### src/rtl/lic_pkg.sv
package lic_pkg;

   localparam int WORD_W   = 32;
   localparam int N_SCALAR = 7;   // id, task prio, logical dest, dest fmt, spurious, err status, divider
   localparam int N_LVT    = 6;
   localparam int N_XLVT   = 4;
   localparam logic [WORD_W-1:0] LVT_RST = 32'h0001_0000;

   localparam logic [1:0] SZ_BYTE = 2'd0;
   localparam logic [1:0] SZ_HALF = 2'd1;
   localparam logic [1:0] SZ_WORD = 2'd2;

   typedef enum logic [3:0] {
      RK_NONE, RK_CONST, RK_SCALAR, RK_LVT, RK_XLVT,
      RK_ISR, RK_TMR, RK_IRR, RK_IER, RK_EOI,
      RK_TINIT, RK_TCUR, RK_FEAT, RK_CMD
   } reg_kind_e;

   typedef struct packed {
      reg_kind_e  kind;
      logic [2:0] idx;
   } dec_t;

   // reset value of scalar slot i
   function automatic logic [WORD_W-1:0] scalar_rst(input int i);
      case (i)
         3:       return 32'hFFFF_FFFF;
         4:       return 32'h0000_00FF;
         default: return '0;
      endcase
   endfunction

   // fixed read-only values: 0 version, 1 arbitration, 2 processor prio, 3 remote read
   function automatic logic [WORD_W-1:0] const_val(input logic [2:0] i);
      return (i == 3'd0) ? 32'h8005_0010 : '0;
   endfunction

   // kinds that a well-formed write accepts (stored, action, or dropped)
   function automatic logic kind_writable(input reg_kind_e k);
      return !(k inside {RK_NONE, RK_CMD});
   endfunction

   // kinds that a read refuses
   function automatic logic kind_read_bad(input reg_kind_e k);
      return k inside {RK_NONE, RK_CMD, RK_FEAT};
   endfunction

endpackage

### src/rtl/lic_decode.sv
module lic_decode
   import lic_pkg::*;
#(
   parameter int OFF_W = 12
) (
   input  logic [OFF_W-1:0] off,
   output dec_t             dec
);

   logic [7:0] blk;
   assign blk = off[11:4];

   always_comb begin
      dec.kind = RK_NONE;
      dec.idx  = '0;
      if (off[3:2] == 2'b00) begin
         casez (blk)
            8'h02: begin dec.kind = RK_SCALAR; dec.idx = 3'd0; end
            8'h03: begin dec.kind = RK_CONST;  dec.idx = 3'd0; end
            8'h08: begin dec.kind = RK_SCALAR; dec.idx = 3'd1; end
            8'h09: begin dec.kind = RK_CONST;  dec.idx = 3'd1; end
            8'h0A: begin dec.kind = RK_CONST;  dec.idx = 3'd2; end
            8'h0B:       dec.kind = RK_EOI;
            8'h0C: begin dec.kind = RK_CONST;  dec.idx = 3'd3; end
            8'h0D: begin dec.kind = RK_SCALAR; dec.idx = 3'd2; end
            8'h0E: begin dec.kind = RK_SCALAR; dec.idx = 3'd3; end
            8'h0F: begin dec.kind = RK_SCALAR; dec.idx = 3'd4; end
            8'b0001_0???: begin dec.kind = RK_ISR; dec.idx = blk[2:0]; end
            8'b0001_1???: begin dec.kind = RK_TMR; dec.idx = blk[2:0]; end
            8'b0010_0???: begin dec.kind = RK_IRR; dec.idx = blk[2:0]; end
            8'h28: begin dec.kind = RK_SCALAR; dec.idx = 3'd5; end
            8'h30, 8'h31: dec.kind = RK_CMD;
            8'h32, 8'h33, 8'h34, 8'h35, 8'h36, 8'h37: begin
               dec.kind = RK_LVT;
               dec.idx  = blk[2:0] - 3'd2;
            end
            8'h38:       dec.kind = RK_TINIT;
            8'h39:       dec.kind = RK_TCUR;
            8'h3E: begin dec.kind = RK_SCALAR; dec.idx = 3'd6; end
            8'h40:       dec.kind = RK_FEAT;
            8'h41, 8'h42: dec.kind = RK_CMD;
            8'b0100_1???: begin dec.kind = RK_IER; dec.idx = blk[2:0]; end
            8'b0101_00??: begin dec.kind = RK_XLVT; dec.idx = {1'b0, blk[1:0]}; end
            default:     dec.kind = RK_NONE;
         endcase
      end
   end

endmodule

### src/rtl/lic_store.sv
module lic_store
   import lic_pkg::*;
#(
   parameter int ARR_WORDS = 8
) (
   input  logic                          clk,
   input  logic                          rst_n,
   input  logic                          wr_en,
   input  dec_t                          dec,
   input  logic [WORD_W-1:0]             wdata,
   output logic [N_SCALAR*WORD_W-1:0]    scalar_q,
   output logic [N_LVT*WORD_W-1:0]       lvt_q,
   output logic [N_XLVT*WORD_W-1:0]      xlvt_q,
   output logic [ARR_WORDS*WORD_W-1:0]   ier_q,
   output logic [WORD_W-1:0]             tinit_q,
   output logic [WORD_W-1:0]             tcur_q
);

   genvar gi;

   generate
      for (gi = 0; gi < N_SCALAR; gi++) begin : g_scalar
         always_ff @(posedge clk or negedge rst_n) begin
            if (!rst_n)
               scalar_q[gi*WORD_W +: WORD_W] <= scalar_rst(gi);
            else if (wr_en && dec.kind == RK_SCALAR && dec.idx == 3'(gi))
               scalar_q[gi*WORD_W +: WORD_W] <= wdata;
         end
      end

      for (gi = 0; gi < N_LVT; gi++) begin : g_lvt
         always_ff @(posedge clk or negedge rst_n) begin
            if (!rst_n)
               lvt_q[gi*WORD_W +: WORD_W] <= LVT_RST;
            else if (wr_en && dec.kind == RK_LVT && dec.idx == 3'(gi))
               lvt_q[gi*WORD_W +: WORD_W] <= wdata;
         end
      end

      for (gi = 0; gi < N_XLVT; gi++) begin : g_xlvt
         always_ff @(posedge clk or negedge rst_n) begin
            if (!rst_n)
               xlvt_q[gi*WORD_W +: WORD_W] <= '0;
            else if (wr_en && dec.kind == RK_XLVT && dec.idx == 3'(gi))
               xlvt_q[gi*WORD_W +: WORD_W] <= wdata;
         end
      end

      for (gi = 0; gi < ARR_WORDS; gi++) begin : g_ier
         always_ff @(posedge clk or negedge rst_n) begin
            if (!rst_n)
               ier_q[gi*WORD_W +: WORD_W] <= '1;
            else if (wr_en && dec.kind == RK_IER && dec.idx == 3'(gi))
               ier_q[gi*WORD_W +: WORD_W] <= wdata;
         end
      end
   endgenerate

   // a reload writes both counts in the same edge
   always_ff @(posedge clk or negedge rst_n) begin
      if (!rst_n) begin
         tinit_q <= '0;
         tcur_q  <= '0;
      end else if (wr_en) begin
         if (dec.kind == RK_TINIT) begin
            tinit_q <= wdata;
            tcur_q  <= wdata;
         end else if (dec.kind == RK_TCUR) begin
            tcur_q  <= wdata;
         end
      end
   end

endmodule

### src/rtl/lic_rdmux.sv
module lic_rdmux
   import lic_pkg::*;
#(
   parameter int VEC_N     = 256,
   parameter int ARR_WORDS = 8
) (
   input  dec_t                          dec,
   input  logic [1:0]                    lane,
   input  logic [1:0]                    size,
   input  logic [N_SCALAR*WORD_W-1:0]    scalar_q,
   input  logic [N_LVT*WORD_W-1:0]       lvt_q,
   input  logic [N_XLVT*WORD_W-1:0]      xlvt_q,
   input  logic [ARR_WORDS*WORD_W-1:0]   ier_q,
   input  logic [WORD_W-1:0]             tinit_q,
   input  logic [WORD_W-1:0]             tcur_q,
   input  logic [VEC_N-1:0]              isr_bits,
   input  logic [VEC_N-1:0]              tmr_bits,
   input  logic [VEC_N-1:0]              irr_bits,
   output logic [WORD_W-1:0]             rd_data
);

   logic [WORD_W-1:0] word;
   int                sel;

   assign sel = int'(dec.idx) * WORD_W;

   always_comb begin
      case (dec.kind)
         RK_CONST:  word = const_val(dec.idx);
         RK_SCALAR: word = scalar_q[sel +: WORD_W];
         RK_LVT:    word = lvt_q[sel +: WORD_W];
         RK_XLVT:   word = xlvt_q[sel +: WORD_W];
         RK_IER:    word = ier_q[sel +: WORD_W];
         RK_ISR:    word = isr_bits[sel +: WORD_W];
         RK_TMR:    word = tmr_bits[sel +: WORD_W];
         RK_IRR:    word = irr_bits[sel +: WORD_W];
         RK_TINIT:  word = tinit_q;
         RK_TCUR:   word = tcur_q;
         default:   word = '0;
      endcase
   end

   always_comb begin
      if (size == SZ_BYTE)
         rd_data = {{(WORD_W-8){1'b0}}, word[int'(lane)*8 +: 8]};
      else
         rd_data = word;
   end

endmodule

### src/rtl/lic_regfile.sv
module lic_regfile
   import lic_pkg::*;
#(
   parameter logic [31:0] BASE_ADDR = 32'hFEE0_0000,
   parameter int          OFF_W     = 12,
   parameter int          VEC_N     = 256
) (
   input  logic               clk,
   input  logic               rst_n,
   input  logic               ctl_enable,
   input  logic               acc_valid,
   input  logic               acc_write,
   input  logic [1:0]         acc_size,
   input  logic [OFF_W-1:0]   acc_offset,
   input  logic [31:0]        acc_wdata,
   input  logic [VEC_N-1:0]   isr_bits,
   input  logic [VEC_N-1:0]   tmr_bits,
   input  logic [VEC_N-1:0]   irr_bits,
   output logic               rsp_valid,
   output logic [31:0]        rsp_rdata,
   output logic               rsp_err,
   output logic [VEC_N-1:0]   ier_mask,
   output logic               eoi_pulse,
   output logic               tmr_load_pulse,
   output logic [31:0]        tmr_count_init,
   output logic [31:0]        tmr_count_cur
);

   localparam int ARR_WORDS = VEC_N / WORD_W;
   localparam int WIN_BYTES = 1 << OFF_W;

   generate
      if (OFF_W != 12)
         $error("lic_regfile: the window must be 4 KB (OFF_W = 12)");
      if (ARR_WORDS * WORD_W != VEC_N || ARR_WORDS > 8)
         $error("lic_regfile: VEC_N must be a multiple of 32, at most 256");
      if ((BASE_ADDR % WIN_BYTES) != 0)
         $error("lic_regfile: BASE_ADDR must be aligned to the window");
   endgenerate

   dec_t                          dec;
   logic [N_SCALAR*WORD_W-1:0]    scalar_q;
   logic [N_LVT*WORD_W-1:0]       lvt_q;
   logic [N_XLVT*WORD_W-1:0]      xlvt_q;
   logic [WORD_W-1:0]             rd_data;
   logic                          wr_ok, rd_bad, acc_err, wr_commit;

   lic_decode #(.OFF_W(OFF_W)) u_dec (
      .off (acc_offset),
      .dec (dec)
   );

   // write is well formed: full word, aligned, at an offset that takes writes
   assign wr_ok     = (acc_size == SZ_WORD) && (acc_offset[1:0] == 2'b00) && kind_writable(dec.kind);
   assign rd_bad    = !(acc_size inside {SZ_BYTE, SZ_WORD}) || kind_read_bad(dec.kind);
   assign acc_err   = !ctl_enable || (acc_write ? !wr_ok : rd_bad);
   assign wr_commit = acc_valid && acc_write && !acc_err;

   lic_store #(.ARR_WORDS(ARR_WORDS)) u_store (
      .clk      (clk),
      .rst_n    (rst_n),
      .wr_en    (wr_commit),
      .dec      (dec),
      .wdata    (acc_wdata),
      .scalar_q (scalar_q),
      .lvt_q    (lvt_q),
      .xlvt_q   (xlvt_q),
      .ier_q    (ier_mask),
      .tinit_q  (tmr_count_init),
      .tcur_q   (tmr_count_cur)
   );

   lic_rdmux #(.VEC_N(VEC_N), .ARR_WORDS(ARR_WORDS)) u_rd (
      .dec      (dec),
      .lane     (acc_offset[1:0]),
      .size     (acc_size),
      .scalar_q (scalar_q),
      .lvt_q    (lvt_q),
      .xlvt_q   (xlvt_q),
      .ier_q    (ier_mask),
      .tinit_q  (tmr_count_init),
      .tcur_q   (tmr_count_cur),
      .isr_bits (isr_bits),
      .tmr_bits (tmr_bits),
      .irr_bits (irr_bits),
      .rd_data  (rd_data)
   );

   always_ff @(posedge clk or negedge rst_n) begin
      if (!rst_n) begin
         rsp_valid      <= 1'b0;
         rsp_err        <= 1'b0;
         rsp_rdata      <= '0;
         eoi_pulse      <= 1'b0;
         tmr_load_pulse <= 1'b0;
      end else begin
         rsp_valid      <= acc_valid;
         rsp_err        <= acc_valid && acc_err;
         rsp_rdata      <= (acc_valid && !acc_write && !acc_err) ? rd_data : '0;
         eoi_pulse      <= wr_commit && (dec.kind == RK_EOI);
         tmr_load_pulse <= wr_commit && (dec.kind == RK_TINIT);
      end
   end

endmodule

### config.mk
export PLATFORM = sky130hd
export DESIGN_NAME = lic_regfile
export DESIGN_NICKNAME = d
export VERILOG_FILES = /design/src/rtl/lic_pkg.sv /design/src/rtl/lic_decode.sv /design/src/rtl/lic_store.sv /design/src/rtl/lic_rdmux.sv /design/src/rtl/lic_regfile.sv
export SDC_FILE = /design/constraint.sdc
export NUM_CORES = 2
export LEC_CHECK = 0
export ABC_AREA = 1
export BUFFER_PORTS_ARGS = -buffer_cell sky130_fd_sc_hd__buf_2
export CELL_PAD_IN_SITES_DETAIL_PLACEMENT = 1
export CELL_PAD_IN_SITES_GLOBAL_PLACEMENT = 1
export CORE_AREA = 2 2 452 454
export DETAILED_ROUTE_END_ITERATION = 16
export DIE_AREA = 0 0 454 456
export GPL_TIMING_DRIVEN = 0
export HOLD_SLACK_MARGIN = 0.02
export PLACE_DENSITY = 0.51
export SYNTH_ARGS = -nofsm -noshare
export SYNTH_HDL_FRONTEND = slang
export SYNTH_SLANG_ARGS = --single-unit
### constraint.sdc
create_clock -name clk -period 4.5 [get_ports clk]
set_input_delay 0.225 -clock clk [delete_from_list [all_inputs] [get_ports clk]]
set_output_delay 0.225 -clock clk [all_outputs]
set_load 0.05 [all_outputs]
==> reports/qor.csv <==
stage,metric,value,unit
critical_path,required,5.16,ns
die,die_y,456,µm
worst_hold_path,hp-class,in2reg,
critical_path,cp-startpoint,acc_offset[11],
die,core,201700,µm²
grt,overflow,0,
grt,grt_max_degree,152,
synth,synth-seq-cells,900,
timing,period_share,105.8,%
die,initial_core_util,23.05,%
timing,fin_crit,4.759,ns
run,max_cap_violations,2,
finish,area_growth,30.54,%
clock_tree,cts_max_level,3,
finish,drive_gt1_share,25.86,%
drt,avgRoutedWirePerCell,42.36,µm
synth,ys.flop_type,dfrtp_1,
pwr,power,19.68,mW
synth,ys_warn_count,0,
critical_path,slowest_stage,clkbuf_1,
synth,synthXorXnorAreaFrac,0.01883,%
critical_path,startpoint_type,primary input,
pwr,ir_drop,0.0002971,V
clock_tree,cts_tree,yes,
critical_path,crit_path_end_kind,flip-flop,
synth,synth_top_family_by_area,simple AND/OR/NAND/NOR gates,
critical_path,crit_chain,buf_2 > inv_1 > nand2_1 > nor2_1 > nand2_1 > nand3_1 > a31oi_1 > o21ai_1 > nand2_1 > inv_1 > clkbuf_2 > nor2_1 > nand2_2 > clkbuf_1 > nand2_1 > o21ai_0,
critical_path,cpPeakStageDelay,0.87,ns
placed_design,globalplace.congestion,1.001,
placed_design,preCtsSetupSlack,-2.131,ns
die,die_area,207000,µm²
drt,drc_errors,0,
timing,hold_viol,0,
drt,via_count,57320,
grt,grt_pass1_wl,559.9,mm
synth,synth-async-reset-ratio,100.0,%
pwr,intPower,14.35,mW
synth,synth_area,46500,µm²
timing,setup_violations,275,
clock_tree,cts.sinks,900,
pwr,switching_share,27.09,%
critical_path,crit_fanout,10,
synth,syn_area_per_cell,7.431,µm²
timing,worstMarginPinSlew,1.521,ns
placed_design,hpwlAfterDp,335.1,mm
synth,synth_cell_types,42,
timing,slew_headroom,-1.416,%
die,top_level_ports,1175,
timing,max_freq,0.2101,GHz
placed_design,portBuffers,1171,
drt,antenna_left,0,
critical_path,r2r-start,u_store.lvt_q[142],
finish,num-nets-final,8387,
synth,synth-adder-area-share,0,%
worst_hold_path,min_from,acc_wdata[16],
synth,synth_mux_area_share,0,%
finish,fillerInstances,24730,
critical_path,cp_common_cell,nand2_1,
drt,viasPerCell,5.530,
status,status,"finished, violations left",
pwr,share_comb_of_total_power,7.1,%
synth,synth-compound-area-share,14.57,%
synth,synth_nets,7077,
drt,firstDrtPassIters,5,
timing,maxSlewViolCount,22,
clock_tree,numCtsBuffers,113,
clock_tree,root_buffer,clkbuf_16,
synth,ys_seq_area_share,49.25,%
timing,worst_slack,-0.2589,ns
clock_tree,clkTransAtPathRegs,0.07,ns
grt,grtUsageTotal,41.14,%
timing,skew,0.05762,ns
critical_path,worstSetupPathType,in2reg,
pwr,leakage,28.67,nW
synth,synth_edf_count,0,
status,violations,"max-capacitance violations, max-slew violations, negative setup slack",
timing,rsz0062_at_grt,yes,
pwr,clkPwrFrac,51.6,%
die,die_w,454,µm
drt,drtIter0Drc,6954,
pwr,seq_power_share,41.2,%
drt,wirelength,439.0,mm
grt,grt_pass1_vias,55610,
die,num_rows,165,
pwr,switchingPower,5.331,mW
timing,fin_hold_ws,0.04683,ns
clock_tree,clockBufferDepth,3,
critical_path,crit_arrival,5.41,ns
grt,antenna_found_initial,68,
synth,syn_inst,6258,
pwr,power.density,324.2,nW/µm²
clock_tree,clk_latency,0.79,ns
synth,synth-simple-area-share,30.11,%
==> cell usage in the layout (no fill, tap or decap), types with 12 or more instances in the layout <==
cell	synthesis	routed
nand2_1	2425	2425
buf_2	127	1272
o21ai_0	878	874
dfrtp_1	598	598
nor2_1	350	346
nand3_1	325	322
dfstp_2	302	302
clkbuf_1	309	227
nand4_1	225	225
inv_1	221	221
a22oi_1	162	162
clkbuf_16	0	116
a21oi_1	103	102
clkbuf_2	0	86
o21ai_1	42	46
clkbuf_4	0	29
nor3_1	29	28
clkinv_2	0	28
clkbuf_8	0	28
diode_2	0	23
buf_1	45	22
nand2_2	24	22
a22o_1	20	20
buf_4	1	16
bufinv_16	0	12
dlygate4sd3_1	0	12
==> synth_stat cells (4+ instances only) <==
cell	number	share of area, %
a31oi_1	7	0.094
o21ai_0	878	9.4
nor2_2	5	0.067
buf_1	45	0.36
o21bai_1	5	0.081
o31ai_1	8	0.13
o211ai_1	4	0.065
nand3b_1	7	0.11
nand3_1	325	3.5
dfstp_2	302	17
a221oi_1	4	0.075
nand4_1	225	3.0
o21ai_1	42	0.45
inv_1	221	1.8
nand2_1	2425	20
buf_2	127	1.4
a22oi_1	162	2.6
a22o_1	20	0.38
and2_1	6	0.081
nor3_1	29	0.31
a21oi_1	103	1.1
clkbuf_1	309	2.5
nand3_2	5	0.11
dfrtp_1	598	32
nor2_1	350	2.8
nand2_2	24	0.32
==> kinds of logic (layout without fill, tap and decap cells) <==
family                 count (synthesis)  after routing
AND/OR/NAND/NOR                     3410           3410
AO/OA/AOI/OAI                       1240           1240
flip-flops                           900            900
buffers and inverters                707           2118
XOR/XNOR                               1              1
other                                  0             23
==> power by group through the flow <==
| stage | logic, mW | registers [mW] | clock network [mW] |
|---|---|---|---|
| after floorplan | 0.273 | 8.26 | 0 |
| after global placement | 1.33 | 8.25 | 0 |
| after detailed placement | 1.35 | 8.25 | 0 |
| after CTS | 1.37 | 8.12 | 10.2 |
| after global routing | 1.44 | 8.11 | 10.5 |
| final | 1.40 | 8.12 | 10.2 |
==> critical path: cells and delay by family <==
kind                   cells  cell delay [ns]
AOI/OAI and AO/OA          3             0.71
buffers and inverters      5             2.28
and+or+nand+nor            8             2.15
==> flip-flops by register name, indices dropped and copies added, names as in the netlist, 32 cells and up <==
signal / flops
u_store.ier_q: 256
u_store.tinit_q: 32
u_store.xlvt_q: 128
u_store.tcur_q: 32
rsp_rdata: 32
u_store.lvt_q: 192
u_store.scalar_q: 224
==> layer usage <==
layer	global-route usage, %	vias to the layer above	part of all wire (%)
li1	-	23270	-
met1	51.49	29730	39
met2	61.39	3449	43
met3	11.82	846	9.7
met4	26.94	24	7.8
met5	0	-	0.032
==> layout make-up <==
cell class                      instances  area [µm²]  share of cell area (%)
Sequential cell                       900       22900                   37.72
Multi-Input combinational cell       4651       20860                   34.36
Timing Repair Buffer                 1201        6401                   10.55
Clock buffer                          164        3363                   5.541
Tap cell                             2672        3343                   5.508
Buffer                                476        2301                   3.791
Inverter                              225       844.6                   1.391
Clock inverter                         52       634.4                   1.045
Antenna cell                           23       57.56                 0.09482
==> path summary, 6_finish.rpt <==
| kind | depth (start not counted) | slack [ns] | endpoint |
|---|---|---|---|
| max | 16 | -0.26 | u_store.xlvt_q[19] |
| min | 3 | 0.05 | u_store.scalar_q[80] |
| max reg2reg | 14 | 1.56 | rsp_rdata[6] |
| min reg2reg | 2 | 0.49 | u_store.scalar_q[208] |
| max in group asynchronous | 5 | 2.28 | u_store.xlvt_q[119] |
| min in group asynchronous | 2 | 0.07 | u_store.lvt_q[8] |
==> metrics by stage <==
stage | setup TNS (ns) | instances | instance area [µm²] | util (%)
2_1_floorplan | 0 | 6258 | 46500 | -
3_3_place_gp | - | 10100 | 55700 | 27.62
3_5_place_dp | -812.88 | 10120 | 56150 | 27.84
4_1_cts | 0 | 10340 | 60480 | 29.98
5_1_grt | -0.1611 | 10340 | 60650 | 30.07
6_report | -25.69 | 10360 | 60700 | 30.10
==> repair_timing <==
| action | 4_1_cts | 5_1_grt |
|---|---|---|
| setup buffers | 3 | 0 |
| setup endpoints to repair | 599 | 226 |
| cloned | 0 | 0 |
| pin swaps | 1 | 0 |
| hold buffers | 12 | 0 |
| endpoints found under the hold margin | 137 | 0 |
| resized for setup | 83 | 127 |
(Power assumes the default switching activity.)
